--- config.mk ---
export PLATFORM = sky130hd
export DESIGN_NAME = fetch_btb
export DESIGN_NICKNAME = d
export VERILOG_FILES = /design/src/rtl/btb_pkg.sv /design/src/rtl/btb_store.sv /design/src/rtl/btb_lookup.sv /design/src/rtl/btb_resolve.sv /design/src/rtl/fetch_btb.sv
export SDC_FILE = /design/constraint.sdc
export NUM_CORES = 1
export LEC_CHECK = 0
export ABC_AREA = 0
export ABC_CLOCK_PERIOD_IN_PS = 12500
export CORE_ASPECT_RATIO = 0.8
export CORE_MARGIN = 5
export CORE_UTILIZATION = 55
export DETAILED_ROUTE_END_ITERATION = 10
export PLACE_DENSITY = 0.7
export SKIP_LAST_GASP = 1
export SYNTH_ARGS = -nofsm -noshare
export SYNTH_HDL_FRONTEND = slang
export SYNTH_HIERARCHICAL = 1
export SYNTH_SLANG_ARGS = --single-unit
export TNS_END_PERCENT = 1
--- constraint.sdc ---
create_clock -name clk -period 12.5 [get_ports clk]
set_input_delay 1.875 -clock clk [delete_from_list [all_inputs] [get_ports clk]]
set_output_delay 1.875 -clock clk [all_outputs]
set_load 0.1 [all_outputs]
--- src/rtl/btb_pkg.sv ---
`timescale 1ns/1ps
package btb_pkg;
  typedef enum logic [1:0] {
    CLS_SEQ_OK     = 2'd0,
    CLS_HIT_OK     = 2'd1,
    CLS_HIT_WRONG  = 2'd2,
    CLS_MISS_TAKEN = 2'd3
  } res_cls_e;

  localparam logic [1:0] PEN_NONE     = 2'd0;
  localparam logic [1:0] PEN_REDIRECT = 2'd2;
endpackage

--- src/rtl/btb_store.sv ---
`timescale 1ns/1ps
module btb_store #(
  parameter int ENTRIES = 16,
  parameter int TAG_W   = 26,
  parameter int TGT_W   = 32,
  localparam int IDX_W  = $clog2(ENTRIES),
  localparam int ENT_W  = TAG_W + TGT_W
) (
  input  logic             clk,
  input  logic             rst,
  input  logic [IDX_W-1:0] rd_idx,
  output logic             rd_vld,
  output logic [TAG_W-1:0] rd_tag,
  output logic [TGT_W-1:0] rd_tgt,
  input  logic             wr_en,
  input  logic             wr_keep,
  input  logic [IDX_W-1:0] wr_idx,
  input  logic [TAG_W-1:0] wr_tag,
  input  logic [TGT_W-1:0] wr_tgt
);
  logic [ENT_W-1:0]   mem [ENTRIES];
  logic [ENT_W-1:0]   rd_q;
  logic [ENTRIES-1:0] vld_q;
  logic               rd_vld_q;

  // Read-first synchronous memory: a same-cycle write is not seen by the read.
  always_ff @(posedge clk) begin
    if (wr_en && wr_keep) mem[wr_idx] <= {wr_tag, wr_tgt};
    rd_q <= mem[rd_idx];
  end

  for (genvar e = 0; e < ENTRIES; e++) begin : g_vld
    always_ff @(posedge clk) begin
      if (rst) vld_q[e] <= 1'b0;
      else if (wr_en && (wr_idx == IDX_W'(e))) vld_q[e] <= wr_keep;
    end
  end

  always_ff @(posedge clk) begin
    if (rst) rd_vld_q <= 1'b0;
    else     rd_vld_q <= vld_q[rd_idx];
  end

  assign rd_vld = rd_vld_q;
  assign rd_tag = rd_q[ENT_W-1:TGT_W];
  assign rd_tgt = rd_q[TGT_W-1:0];
endmodule

--- src/rtl/btb_lookup.sv ---
`timescale 1ns/1ps
module btb_lookup #(
  parameter int PC_W  = 32,
  parameter int IDX_W = 4,
  localparam int TAG_W = PC_W - IDX_W - 2
) (
  input  logic             clk,
  input  logic             rst,
  input  logic             fetch_valid,
  input  logic [PC_W-1:0]  fetch_pc,
  output logic [IDX_W-1:0] rd_idx,
  input  logic             rd_vld,
  input  logic [TAG_W-1:0] rd_tag,
  input  logic [PC_W-1:0]  rd_tgt,
  output logic             pred_valid,
  output logic             pred_hit,
  output logic [PC_W-1:0]  pred_next_pc
);
  logic            fv_q;
  logic [PC_W-1:0] pc_q;

  assign rd_idx = fetch_pc[IDX_W+1:2];

  always_ff @(posedge clk) begin
    if (rst) begin
      fv_q <= 1'b0;
      pc_q <= '0;
    end else begin
      fv_q <= fetch_valid;
      pc_q <= fetch_pc;
    end
  end

  assign pred_valid   = fv_q;
  assign pred_hit     = fv_q && rd_vld && (rd_tag == pc_q[PC_W-1:IDX_W+2]);
  assign pred_next_pc = pred_hit ? rd_tgt : pc_q + PC_W'(4);
endmodule

--- src/rtl/btb_resolve.sv ---
`timescale 1ns/1ps
module btb_resolve
  import btb_pkg::*;
#(
  parameter int PC_W  = 32,
  parameter int IDX_W = 4,
  localparam int TAG_W = PC_W - IDX_W - 2
) (
  input  logic             clk,
  input  logic             rst,
  input  logic             res_valid,
  input  logic [PC_W-1:0]  res_pc,
  input  logic             res_taken,
  input  logic [PC_W-1:0]  res_target,
  input  logic             res_hit,
  input  logic [PC_W-1:0]  res_pred_target,
  output logic             wr_en,
  output logic             wr_keep,
  output logic [IDX_W-1:0] wr_idx,
  output logic [TAG_W-1:0] wr_tag,
  output logic [PC_W-1:0]  wr_tgt,
  output logic             out_valid,
  output logic             flush,
  output logic [PC_W-1:0]  redirect_pc,
  output logic [1:0]       out_class,
  output logic [1:0]       out_penalty
);
  res_cls_e        cls;
  logic            wrong;
  logic [PC_W-1:0] next_pc;

  assign wr_idx = res_pc[IDX_W+1:2];
  assign wr_tag = res_pc[PC_W-1:IDX_W+2];
  assign wr_tgt = res_target;

  always_comb begin
    cls     = CLS_SEQ_OK;
    wrong   = 1'b0;
    wr_en   = 1'b0;
    wr_keep = 1'b0;
    next_pc = res_taken ? res_target : res_pc + PC_W'(4);
    if (res_hit) begin
      if (!res_taken) begin
        cls   = CLS_HIT_WRONG;
        wrong = 1'b1;
        wr_en = res_valid;
      end else if (res_target != res_pred_target) begin
        cls     = CLS_HIT_WRONG;
        wrong   = 1'b1;
        wr_en   = res_valid;
        wr_keep = 1'b1;
      end else begin
        cls = CLS_HIT_OK;
      end
    end else if (res_taken) begin
      cls     = CLS_MISS_TAKEN;
      wrong   = 1'b1;
      wr_en   = res_valid;
      wr_keep = 1'b1;
    end
  end

  always_ff @(posedge clk) begin
    if (rst) begin
      out_valid   <= 1'b0;
      flush       <= 1'b0;
      redirect_pc <= '0;
      out_class   <= 2'd0;
      out_penalty <= PEN_NONE;
    end else begin
      out_valid   <= res_valid;
      flush       <= res_valid && wrong;
      redirect_pc <= next_pc;
      out_class   <= cls;
      out_penalty <= wrong ? PEN_REDIRECT : PEN_NONE;
    end
  end
endmodule

--- src/rtl/fetch_btb.sv ---
`timescale 1ns/1ps
module fetch_btb #(
  parameter int PC_W    = 32,
  parameter int ENTRIES = 16,
  localparam int IDX_W  = $clog2(ENTRIES),
  localparam int TAG_W  = PC_W - IDX_W - 2
) (
  input  logic            clk,
  input  logic            rst,
  input  logic            fetch_valid,
  input  logic [PC_W-1:0] fetch_pc,
  output logic            pred_valid,
  output logic            pred_hit,
  output logic [PC_W-1:0] pred_next_pc,
  input  logic            res_valid,
  input  logic [PC_W-1:0] res_pc,
  input  logic            res_taken,
  input  logic [PC_W-1:0] res_target,
  input  logic            res_hit,
  input  logic [PC_W-1:0] res_pred_target,
  output logic            out_valid,
  output logic            flush,
  output logic [PC_W-1:0] redirect_pc,
  output logic [1:0]      out_class,
  output logic [1:0]      out_penalty
);
  logic [IDX_W-1:0] rd_idx;
  logic             rd_vld;
  logic [TAG_W-1:0] rd_tag;
  logic [PC_W-1:0]  rd_tgt;
  logic             wr_en;
  logic             wr_keep;
  logic [IDX_W-1:0] wr_idx;
  logic [TAG_W-1:0] wr_tag;
  logic [PC_W-1:0]  wr_tgt;

  btb_store #(.ENTRIES(ENTRIES), .TAG_W(TAG_W), .TGT_W(PC_W)) u_store (
    .clk(clk), .rst(rst),
    .rd_idx(rd_idx), .rd_vld(rd_vld), .rd_tag(rd_tag), .rd_tgt(rd_tgt),
    .wr_en(wr_en), .wr_keep(wr_keep), .wr_idx(wr_idx), .wr_tag(wr_tag), .wr_tgt(wr_tgt)
  );

  btb_lookup #(.PC_W(PC_W), .IDX_W(IDX_W)) u_lookup (
    .clk(clk), .rst(rst),
    .fetch_valid(fetch_valid), .fetch_pc(fetch_pc),
    .rd_idx(rd_idx), .rd_vld(rd_vld), .rd_tag(rd_tag), .rd_tgt(rd_tgt),
    .pred_valid(pred_valid), .pred_hit(pred_hit), .pred_next_pc(pred_next_pc)
  );

  btb_resolve #(.PC_W(PC_W), .IDX_W(IDX_W)) u_resolve (
    .clk(clk), .rst(rst),
    .res_valid(res_valid), .res_pc(res_pc), .res_taken(res_taken),
    .res_target(res_target), .res_hit(res_hit), .res_pred_target(res_pred_target),
    .wr_en(wr_en), .wr_keep(wr_keep), .wr_idx(wr_idx), .wr_tag(wr_tag), .wr_tgt(wr_tgt),
    .out_valid(out_valid), .flush(flush), .redirect_pc(redirect_pc),
    .out_class(out_class), .out_penalty(out_penalty)
  );
endmodule

Word level (Yosys, flattened, before mapping) --
Memory sizes are Yosys's and may differ from the RTL's. A register that Yosys moved wholly into a read port is not among the register bits. Cells that the tools add are included. W data, S select, Z words.
Storage, ports and cells: register bits 88, latch bits 0, bits in writable memories 928, ROM bits 0, output and inout port bits 72, logic and storage cells 87, memories 1
Memories:
- u_store.mem | words 16, bits a word 58, read ports 1, clocked after memory_dff 1, wr ports 1, line btb_store.sv:21 | logic [ENT_W-1:0] mem [ENTRIES];
Operators by class: add/sub/neg operators 2, multipliers 0, div/mod/pow operators 0, order comparisons 1, equal/unequal tests 17, shifts and indexed selects 0, multiplexer cells 21, bitwise logic cells 0, reduce and logical (&&, ||, !) cells 21
Operators by type and width (count):
- $add A32 B3 Y32 const B | 2
- $mux W32 | 2
- $eq A4 B4 Y1 const B | 8
- $ne A32 B32 Y1 | 1
- $eq A26 B26 Y1 | 1
- $logic_and A1 B1 Y1 | 20
- $eq A4 B3 Y1 const B | 4
- $mux W1 | 13
- $mux W2 | 5
- $eq A4 B2 Y1 const B | 2
- $lt A4 B5 Y1 const B | 1
- $bmux W1 S4 | 1
- $eq A4 B1 Y1 const B | 1
- $logic_not A4 Y1 | 1

Depth between registers and ports, before layout --
Gate-level depths: netlist of the first run.
depth after elaboration 7, mapped depth 9, depth with buffers taken out 9

Modules after synthesis --
The synthesis of the first run kept the hierarchy.
Modules (own cells, without submodules):
- btb_store | instances 1, cells an instance 1534, area each 36650.2 um^2, seq. area each 29368.2 um^2
- btb_resolve | instances 1, cells an instance 327, area each 2708.8 um^2, seq. area each 720.7 um^2
- btb_lookup | instances 1, cells an instance 231, area each 2207.1 um^2, seq. area each 660.6 um^2

Least setup slack after synthesis of the first run --
Ideal clock, no wire load.
path type input -> register, from input port res_target[28], to memory u_store/mem[4][0] (netlist bit), enable pin, setup time 474 ps, arrival time 5633 ps, data required time 12026 ps, setup slack 6393 ps, stages 7, path buffers 0, path through xor2_1 nor4_1 nand4_1 nor3_1 nor3b_1 or3b_1 nor2_1
Between the ends: word-level cells in the longest chain between the ends 7, elaborated cells on any way between the ends 10, those cells by class eq/ne (1); mux (8); reduce/logical (1)
RTL lines:
- start: declaration | line fetch_btb.sv:18 | input logic [PC_W-1:0] res_target,
- $ne A32 B32 Y1 | line btb_resolve.sv:47 | end else if (res_target != res_pred_target) begin
- $mux W1 | line btb_resolve.sv:47
- $mux W1 | line btb_resolve.sv:43 | if (!res_taken) begin
- $mux W1 | line btb_resolve.sv:42 | if (res_hit) begin
- net wr_en | line fetch_btb.sv:31 | logic wr_en;
- $logic_and A1 B1 Y1 | line btb_store.sv:28 | if (wr_en && wr_keep) mem[wr_idx] <= {wr_tag, wr_tgt};
- $mux W1 | line btb_store.sv:28
- $mux W1 (implied by the code) | line btb_store.sv:28
- end: declaration | line btb_store.sv:21
The timed path passes the listed nets, and every way through them passes these cells.

Worst setup path after layout of the first run --
from register u_lookup.pc_q[6], to output port pred_next_pc[11]
Between the ends: word-level cells in the longest chain between the ends 3, elaborated cells on any way between the ends 4, those cells by class add/sub (1); eq/ne (1); mux (1); reduce/logical (1)
RTL lines:
- start: declaration | line btb_lookup.sv:20 | logic [PC_W-1:0] pc_q;
- start signal: assignment | line btb_lookup.sv:30 | pc_q <= fetch_pc;
- parallel branches: the longest is 2 deep, another holds $add A32 B3 Y32
- $mux W32 (*) | line btb_lookup.sv:36 | assign pred_next_pc = pred_hit ? rd_tgt : pc_q + PC_W'(4);
- end: declaration | line fetch_btb.sv:14 | output logic [PC_W-1:0] pred_next_pc,
Mark *: on every way between the ends.

==> results.toml, run 1 <==
[cells_and_area]
fin_nets = 2418
fill_cells = 5227
drive_gt1_share_pct = 21.9
syn_to_final_growth_pct = 14.5
num_antenna_cells = 0

[power_and_ir_drop]
internal-power_mw = 5.88
power.density_nw_per_um2 = 159
power_frac_seq_pct = 52.4
swShare_pct = 22.6
p_switching_mw = 1.71
ir_drop_uv = 105
power_frac_comb_pct = 7.4
total_power_mw = 7.59
cellLeakagePower_nw = 15.4
p_clk_share_pct = 40.1

[worst_setup_path]
critPathMaxFanout = 22
cp-end-kind = "primary output"
max_stage_delay_ns = 1.17
path_cells = "xnor2_1 -> nand2_1 -> nor4_4 -> buf_4 -> mux2_2 -> clkdlybuf4s50_1"
startpoint_type = "flip-flop"
reg2reg_depth = 3
cp.required_ns = 10.62
worstPathArrival_ns = 4.96
cpMaxStageDelayCell = "clkdlybuf4s50_1"
path_class = "reg -> out"

[min_path]
holdPathStages = 2
hold_path_class = "reg -> reg"

[clock_network]
clk_latency_ns = 0.67
tritoncts = "yes"
ctsResizeCount = 0
ctsRootBufferMaster = "clkbuf_16"
cts_sinks = 1072
cts.clk_slew.worst_paths_ns = 0.06
cts_buffers = 100
htree_levels = 3
clk_path_buf_depth = 3
hold_buffers = 0
cts_setup_buffers = 0

[synthesis]
yosys.area.top_type_share_pct = 67.0
synthFlopType = "edfxtp_1"
seq_area_frac_synth_pct = 74.0
synth.most_common_cell = "edfxtp_1"
yosys-top-cells-count = "edfxtp_1, mux4_2, dfxtp_1, buf_4, xor2_1"
yosysUniqueCellTypes = 56
synth.area.top_cells = "edfxtp_1, mux4_2, dfxtp_1"
netlist_area_um2 = 41600
synth_nets = 2228
ys_seq_elements = 1072
synth-edff-count = 928
syn-instance-count = 2092
async_flop_share_pct = 0
yosysWarnings = 6
syn_area_per_cell_um2 = 19.9
yosys.area.top_type = "edfxtp_1"

[drt]
dr_total_vias = 21600
wl_um = 106000
ant_nets = 0
viasPerCell = 6.38
wl_per_cell_um = 31.5
first_pass_iters = 5
drt_iter0_markers = 2617
drc = 0

[run]
maxCapViolCount = 0

[sta]
setup_viol = 0
hold_viol = 0
setup_tns_ns = 0
max_freq_ghz = 0.146
period_needed_ns = 6.84
slew_violations = 0
grt_setup_unrepaired = "no"
worst_pin_slew_ns = 1.21
finalCritPeriodShare_pct = 54.7
fin_skew_ns = 0.0204
slew_headroom_pct = 19.6

[global_routing]
grt_pass1_vias = 21600
grtUsageTotal_pct = 26.0
antenna_found_initial = 2
grt_first_pass_wirelength_um = 152000
grt-ovfl-total = 0
grt_max_degree = 107

[floorplan]
die_w_um = 317
initial_core_util_pct = 55.3
io_pins = 206
dieArea_um2 = 81200
rows = 90
fp.dieH_um = 256
coreArea_um2 = 75200

[placed_design]
port_buffers = 204
globalplace.congestion = 0.805
dp_hpwl_um = 63300

[run_status]
status = "complete, no violations"
per-stage QoR:
stage | worst slack (ns) | cell area, µm² | hold WS (ns) | util, % | cells
2_1_floorplan | 6.39 | 41600 | 0.451 | - | 2092
3_3_place_gp | 5.97 | 44300 | 0.469 | 58.9 | 3192
3_5_place_dp | 5.76 | 44300 | 0.474 | 58.9 | 3192
4_1_cts | 5.76 | 47600 | 0.483 | 63.3 | 3382
5_1_grt | 5.54 | 47600 | 0.511 | 63.3 | 3382
6_report | 5.66 | 47600 | 0.485 | 63.3 | 3382
cell usage in the layout (no fill, tap or decap), types with 7 or more instances in the layout:
cell | Yosys | final
bufinv_16 | 0 | 8
clkdlybuf4s50_1 | 0 | 201
a221o_1 | 58 | 58
nand3_1 | 24 | 24
nor4_1 | 18 | 18
xor2_1 | 64 | 64
o21ai_0 | 11 | 11
o21ai_1 | 7 | 7
nor3_1 | 10 | 10
nand4_1 | 16 | 16
a22o_1 | 58 | 58
xnor2_1 | 48 | 48
nor2_1 | 52 | 49
inv_1 | 23 | 8
clkinv_2 | 0 | 38
a211oi_1 | 15 | 15
mux2_2 | 31 | 31
clkinv_1 | 0 | 9
buf_4 | 77 | 56
a21oi_1 | 26 | 26
clkbuf_8 | 0 | 10
clkbuf_16 | 0 | 101
nand2_1 | 46 | 46
nor2b_1 | 35 | 34
dfxtp_1 | 144 | 144
mux2i_1 | 10 | 10
edfxtp_1 | 928 | 928
mux4_2 | 234 | 234
clkbuf_1 | 56 | 26
and3_1 | 9 | 9
metal layers:
metal / track usage (%) / vias up / share of wire [%]
met5: 0 / - / 0.010
met4: 6.13 / 2 / 2.3
met3: 7.96 / 147 / 12
met2: 39.1 / 1308 / 46
met1: 38.2 / 11300 / 39
li1: - / 8819 / -
final cells by class:
cell class	count	area [µm²]	share of cell area, %
inverter	25	113	0.237
tap	1012	1270	2.66
sequential	1072	30700	64.6
timing repair buffer	259	2460	5.17
clock inverter	53	547	1.15
multi-input combinational	824	9710	20.4
clock buffer	137	2760	5.80
power by group through the flow:
stage	Combinational [mW]	Clock (mW)	Sequential [mW]
final	0.565	3.04	3.98
after global routing	0.590	3.25	3.98
after CTS	0.564	3.09	3.98
after detailed placement	0.562	0	4.06
after global placement	0.556	0	4.05
after floorplan	0.308	0	4.10
cells by family after synthesis:
kind of cell | after synthesis | synth area share (%)
muxes | 276 | 13.8
and+or+nand+nor | 251 | 3.49
adders and majority gates | 2 | 0.0602
xor gates and xnor gates | 112 | 2.36
AOI/OAI and AO/OA | 182 | 3.57
buffers and inverters | 196 | 2.74
DFF | 1072 | 74.0
other | 1 | 0.00902
critical path, delay by kind of cell (launching register included):
family,cells,cell delay (ns)
xor+xnor,1,0.63
buf+inv,2,1.72
flops,1,0.40
mux,1,0.33
simple gates,2,1.19
registers in the layout, summed over array words and instances, names as in the netlist, 16 cells and up:
| name | count |
|---|---|
| u_lookup/pc_q | 32 |
| u_resolve/redirect_pc | 32 |
| u_store/mem | 928 |
| u_store/rd_q | 58 |
| u_store/vld_q | 16 |
path summary, 6_finish.rpt:
path / end / startpoint / slack (ns)
setup / recovery: pred_next_pc[11] / u_lookup/pc_q[6]$_SDFF_PP0_ / 5.66
hold / removal: u_store/vld_q[3]$_SDFFE_PP0P_ / u_store/vld_q[3]$_SDFFE_PP0P_ / 0.49
hold reg to reg: u_store/vld_q[3]$_SDFFE_PP0P_ / u_store/vld_q[3]$_SDFFE_PP0P_ / 0.49
setup reg to reg: u_store/rd_q[2]$_DFF_P_ / u_store/mem[11][2]$_DFFE_PP_ / 10.90
Power figures use the tool's default switching activity.
==> run 2: changes to the inputs <==
ABC_CLOCK_PERIOD_IN_PS = 6100   (was 12500)
CORE_UTILIZATION = 54   (was 55)
PLACE_DENSITY = 0.72   (was 0.7)
clock period = 6.1 ns   (was 12.5 ns; I/O delays follow)
==> results.toml, run 2 (synthesized netlist as in run 1, its figures left out) <==
[clock_network]
ctsResizeCount = 0
cts_buffers = 99
cts_setup_buffers = 0
hold_buffers = 0
htree_levels = 3
cts_sinks = 1072
tritoncts = "yes"
clk_path_buf_depth = 3
ctsRootBufferMaster = "clkbuf_16"
cts.clk_slew.worst_paths_ns = 0.06
clk_latency_ns = 0.67

[power_and_ir_drop]
cellLeakagePower_nw = 15.6
total_power_mw = 15.6
power.density_nw_per_um2 = 325
ir_drop_uv = 230

[sta]
max_freq_ghz = 0.185
grt_setup_unrepaired = "no"
slew_violations = 0
setup_viol = 0
period_needed_ns = 5.39
setup_tns_ns = 0
fin_skew_ns = 0.0187
hold_viol = 0
worst_pin_slew_ns = 1.15
finalCritPeriodShare_pct = 88.4
slew_headroom_pct = 23.5

[cells_and_area]
most-common-layout-cells = "edfxtp_1, mux4_2, clkdlybuf4s50_1, dfxtp_1, clkbuf_16"
top_regs = "u_store/mem: 928 flops, u_store/rd_q: 58 flops"
final_common_cell = "edfxtp_1"
drive_gt1_share_pct = 22.6
largest-register = "u_store/mem"
largest_reg_flops = 928
fill_cells = 5249
fin_util_pct = 62.6
fin_nets = 2442
syn_to_final_growth_pct = 15.5

[placed_design]
globalplace.congestion = 0.900
port_buffers = 204
dp_hpwl_um = 67800

[worst_setup_path]
critPathBufInv = 2
path_cells = "xor2_1 -> nor4_2 -> nand4_1 -> nor4_4 -> buf_4 -> mux2_2 -> clkdlybuf4s50_1"
reg2reg_depth = 3
critPathTopFamily = "buffers and inverters"
worstPathArrival_ns = 4.48
critPathMaxFanout = 10
cp-end-kind = "primary output"
path_class = "reg -> out"
reg2reg_from = "u_store/mem[8][4]$_DFFE_PP_"
r2r_slack_ns = 4.46
cpMaxStageDelayCell = "clkdlybuf4s50_1"
cp.required_ns = 5.18
startpoint_type = "flip-flop"
max_stage_delay_ns = 0.99
crit-reg2reg-capture = "u_store/rd_q[4]$_DFF_P_"

[floorplan]
die_w_um = 320
initial_core_util_pct = 54.2
rows = 91
fp.dieH_um = 258
dieArea_um2 = 82700
io_pins = 206
coreArea_um2 = 76700

[drt]
wl_per_cell_um = 31.8
ant_nets = 0
viasPerCell = 6.44
wl_um = 109000
drt_iter0_markers = 3122
drc = 0
dr_total_vias = 22000
first_pass_iters = 6

[global_routing]
grt_pass1_vias = 22000
grt_first_pass_wirelength_um = 157000
grtUsageTotal_pct = 26.1
grt_max_degree = 93
grt-ovfl-total = 0
antenna_found_initial = 14

[run]
maxCapViolCount = 0

[min_path]
holdPathStages = 2
hold_path_class = "reg -> reg"
hp-start = "u_store/vld_q[0]$_SDFFE_PP0P_"
min_to = "u_store/vld_q[0]$_SDFFE_PP0P_"

[run_status]
status = "complete, no violations"
[run 2: cell count changes in the layout (fill, tap and decap cells not counted), moves of 6 or more]
cell,change
diode_2,+6
clkinv_2,-7
buf_12,+14
clkbuf_8,+8
buf_4,+12
[run 2: worst max-delay path by stage]
stage | from | end | slack (ns) | cells after the start
floorplan | res_target[28] | u_store/mem[4][0]$_DFFE_PP_ | 0.95 | 7
CTS | u_lookup/pc_q[29]$_SDFF_PP0_ | pred_next_pc[22] | 0.66 | 7
global route | u_lookup/pc_q[25]$_SDFF_PP0_ | pred_next_pc[22] | 0.64 | 7
detailed placement | res_target[8] | u_store/mem[13][34]$_DFFE_PP_ | 0.49 | 11
global placement | res_target[8] | u_store/mem[13][36]$_DFFE_PP_ | 0.51 | 11
finish | u_lookup/pc_q[29]$_SDFF_PP0_ | pred_next_pc[22] | 0.71 | 7
[run 2: power breakdown]
part	switching, mW	internal (mW)	total, mW	leakage, nW
registers	0.0674	8.09	8.16	9.56
logic	0.754	0.419	1.17	4.43
clock network	2.67	3.60	6.27	1.63
total	3.49	12.1	15.6	15.6
[run 2: cell type report]
class / count / area (µm²) / share of cell area [%]
Clock inverter: 40 / 415 / 0.865
Multi-Input combinational cell: 824 / 9710 / 20.2
Inverter: 25 / 113 / 0.235
Timing Repair Buffer: 284 / 2820 / 5.88
Sequential cell: 1072 / 30700 / 64.1
Clock buffer: 147 / 2900 / 6.04
Tap cell: 1023 / 1280 / 2.67
Antenna cell: 6 / 15.0 / 0.0313
[run 2: routing by layer]
metal	GRT usage, %	share of wire (%)	up-vias
met1	39.3	40	11500
met2	38.4	45	1425
met3	7.35	12	196
met4	6.48	2.5	20
met5	0	0.12	-
li1	-	-	8880
[run 2: tightest hold or removal path, cell delays in order (launching register included)]
cell,delay [ns]
dfxtp_1,0.31
o21ai_1,0.07
a21oi_1,0.07
[run 2: per-stage QoR]
| step | instances | hold slack, ns | area, µm² | worst slack, ns |
|---|---|---|---|---|
| global route | 3415 | 0.507 | 48000 | 0.642 |
| detailed placement | 3228 | 0.475 | 44700 | 0.488 |
| finish | 3421 | 0.492 | 48000 | 0.708 |
| CTS | 3415 | 0.487 | 48000 | 0.660 |
| global placement | 3228 | 0.463 | 44700 | 0.513 |
| floorplan | 2092 | 0.451 | 41600 | 0.953 |
==> run 3: changes to the inputs <==
MAX_ROUTING_LAYER = met4   (was unset)
==> results.toml, run 3 (synthesized netlist as in run 1, its figures left out) <==
[sta]
slew_headroom_pct = 24.9
period_needed_ns = 5.43
hold_viol = 0
finalCritPeriodShare_pct = 89.0
worst_pin_slew_ns = 1.13
grt_setup_unrepaired = "no"
slew_violations = 0
setup_viol = 0
fin_hold_ws_ns = 0.489
fin_skew_ns = 0.0242
setup_tns_ns = 0
max_freq_ghz = 0.184

[cells_and_area]
largest-register = "u_store/mem"
final_cell_area_um2 = 48000
final_common_cell = "edfxtp_1"
most-common-layout-cells = "edfxtp_1, mux4_2, clkdlybuf4s50_1, dfxtp_1, clkbuf_16"
syn_to_final_growth_pct = 15.5
drive_gt1_share_pct = 22.6
fill_cells = 5240
fin_nets = 2442
top_regs = "u_store/mem: 928 flops, u_store/rd_q: 58 flops"
largest_reg_flops = 928

[clock_network]
clk_path_buf_depth = 3
hold_buffers = 0
cts_sinks = 1072
clk_latency_ns = 0.67
tritoncts = "yes"
cts_buffers = 99
ctsResizeCount = 0
cts.clk_slew.worst_paths_ns = 0.06
ctsRootBufferMaster = "clkbuf_16"
cts_setup_buffers = 0
htree_levels = 3

[power_and_ir_drop]
power_frac_comb_pct = 7.5
power.density_nw_per_um2 = 325
power_frac_seq_pct = 52.3
p_clk_share_pct = 40.2
swShare_pct = 22.3
ir_drop_uv = 230
p_switching_mw = 3.48
cellLeakagePower_nw = 15.6
internal-power_mw = 12.1

[placed_design]
globalplace.congestion = 0.915
placed_cell_area_um2 = 44700
port_buffers = 204
dp_hpwl_um = 67800

[min_path]
holdPathStages = 2
min_to = "u_store/vld_q[0]$_SDFFE_PP0P_"
hp-start = "u_store/vld_q[0]$_SDFFE_PP0P_"
hold_path_class = "reg -> reg"

[drt]
ant_nets = 0
wl_met3_um = 13500
viasPerCell = 6.41
wl_met1_um = 43400
top_layer_used = "met4"
first_pass_iters = 7
drt_iter0_markers = 3306
wl_per_cell_um = 31.7
drc = 0
wl_um = 109000
wl_met2_um = 49100
dr_total_vias = 22000

[floorplan]
die_w_um = 320
coreArea_um2 = 76700
rows = 91
initial_core_util_pct = 54.2
dieArea_um2 = 82700
io_pins = 206
fp.dieH_um = 258

[worst_setup_path]
cp-end-kind = "primary output"
startpoint_type = "flip-flop"
critPathMaxFanout = 10
reg2reg_depth = 3
cpMaxStageDelayCell = "clkdlybuf4s50_1"
path_cells = "xor2_1 -> nor4_2 -> nand4_1 -> nor4_4 -> buf_4 -> mux2_2 -> clkdlybuf4s50_1"
max_stage_delay_ns = 0.99
cp.required_ns = 5.18
crit-reg2reg-capture = "u_store/rd_q[4]$_DFF_P_"
worstPathArrival_ns = 4.52
r2r_slack_ns = 4.48
reg2reg_from = "u_store/mem[11][4]$_DFFE_PP_"
path_class = "reg -> out"

[run]
maxCapViolCount = 0

[global_routing]
grt_max_degree = 93
antenna_found_initial = 15
grtUsageTotal_pct = 26.9
grt_first_pass_wirelength_um = 157000
grt-ovfl-total = 0
grt_pass1_vias = 22000

[run_status]
status = "complete, no violations"
run 3: changes by cell type in the layout (fill, tap and decap cells not counted), sizes merged:
cell | before | now
diode | 6 | 15
run 3: worst max path at each step:
stage                                  from                             to  slack [ns]  cells after the start
2_1_floorplan                res_target[28]    u_store/mem[4][0]$_DFFE_PP_        0.95                      7
3_3_place_gp                  res_target[8]  u_store/mem[13][36]$_DFFE_PP_        0.51                     11
3_5_place_dp                  res_target[8]  u_store/mem[13][34]$_DFFE_PP_        0.49                     11
4_1_cts        u_lookup/pc_q[29]$_SDFF_PP0_               pred_next_pc[22]        0.66                      7
5_1_grt        u_lookup/pc_q[25]$_SDFF_PP0_               pred_next_pc[22]        0.64                      7
6_report       u_lookup/pc_q[29]$_SDFF_PP0_               pred_next_pc[22]        0.67                      7
run 3: area by class of cell:
class	count	area, µm²	share of cell area [%]
multi-input cells	824	9710	20.2
flip-flops and latches	1072	30700	64.0
inverters	25	113	0.234
well taps	1023	1280	2.67
clock inverters	40	415	0.865
repair buffers	284	2820	5.88
diodes	15	37.5	0.0782
clock buffers	147	2900	6.04
run 3: critical path: cells and delay by family (launching register included):
family	cells	cell delay, ns
xor gates and xnor gates	1	0.26
buffers and inverters	2	1.38
DFF	1	0.52
muxes	1	0.40
and+or+nand+nor	3	1.28
run 3: routing by layer:
metal  vias to the layer above  GRT usage (%)
li1                       8894              -
met1                     11400           39.3
met2                      1460           38.7
met3                       191           7.15
met4                         0           6.07
met5                         -              -
run 3: metrics by stage:
stage	utilization (%)	setup WS, ns	power (mW)	cells
2_1_floorplan	-	0.953	9.03	2092
3_3_place_gp	58.2	0.513	9.46	3228
3_5_place_dp	58.2	0.488	9.48	3228
4_1_cts	62.5	0.660	15.7	3415
5_1_grt	62.6	0.642	16.0	3428
6_report	62.6	0.669	15.6	3430
run 3: power by group through the flow:
| stage | sequential, mW | combinational, mW | clock (mW) |
|---|---|---|---|
| after floorplan | 8.40 | 0.632 | 0 |
| after global placement | 8.31 | 1.15 | 0 |
| after detailed placement | 8.32 | 1.16 | 0 |
| after CTS | 8.16 | 1.17 | 6.35 |
| after global routing | 8.16 | 1.22 | 6.66 |
| final | 8.16 | 1.17 | 6.26 |
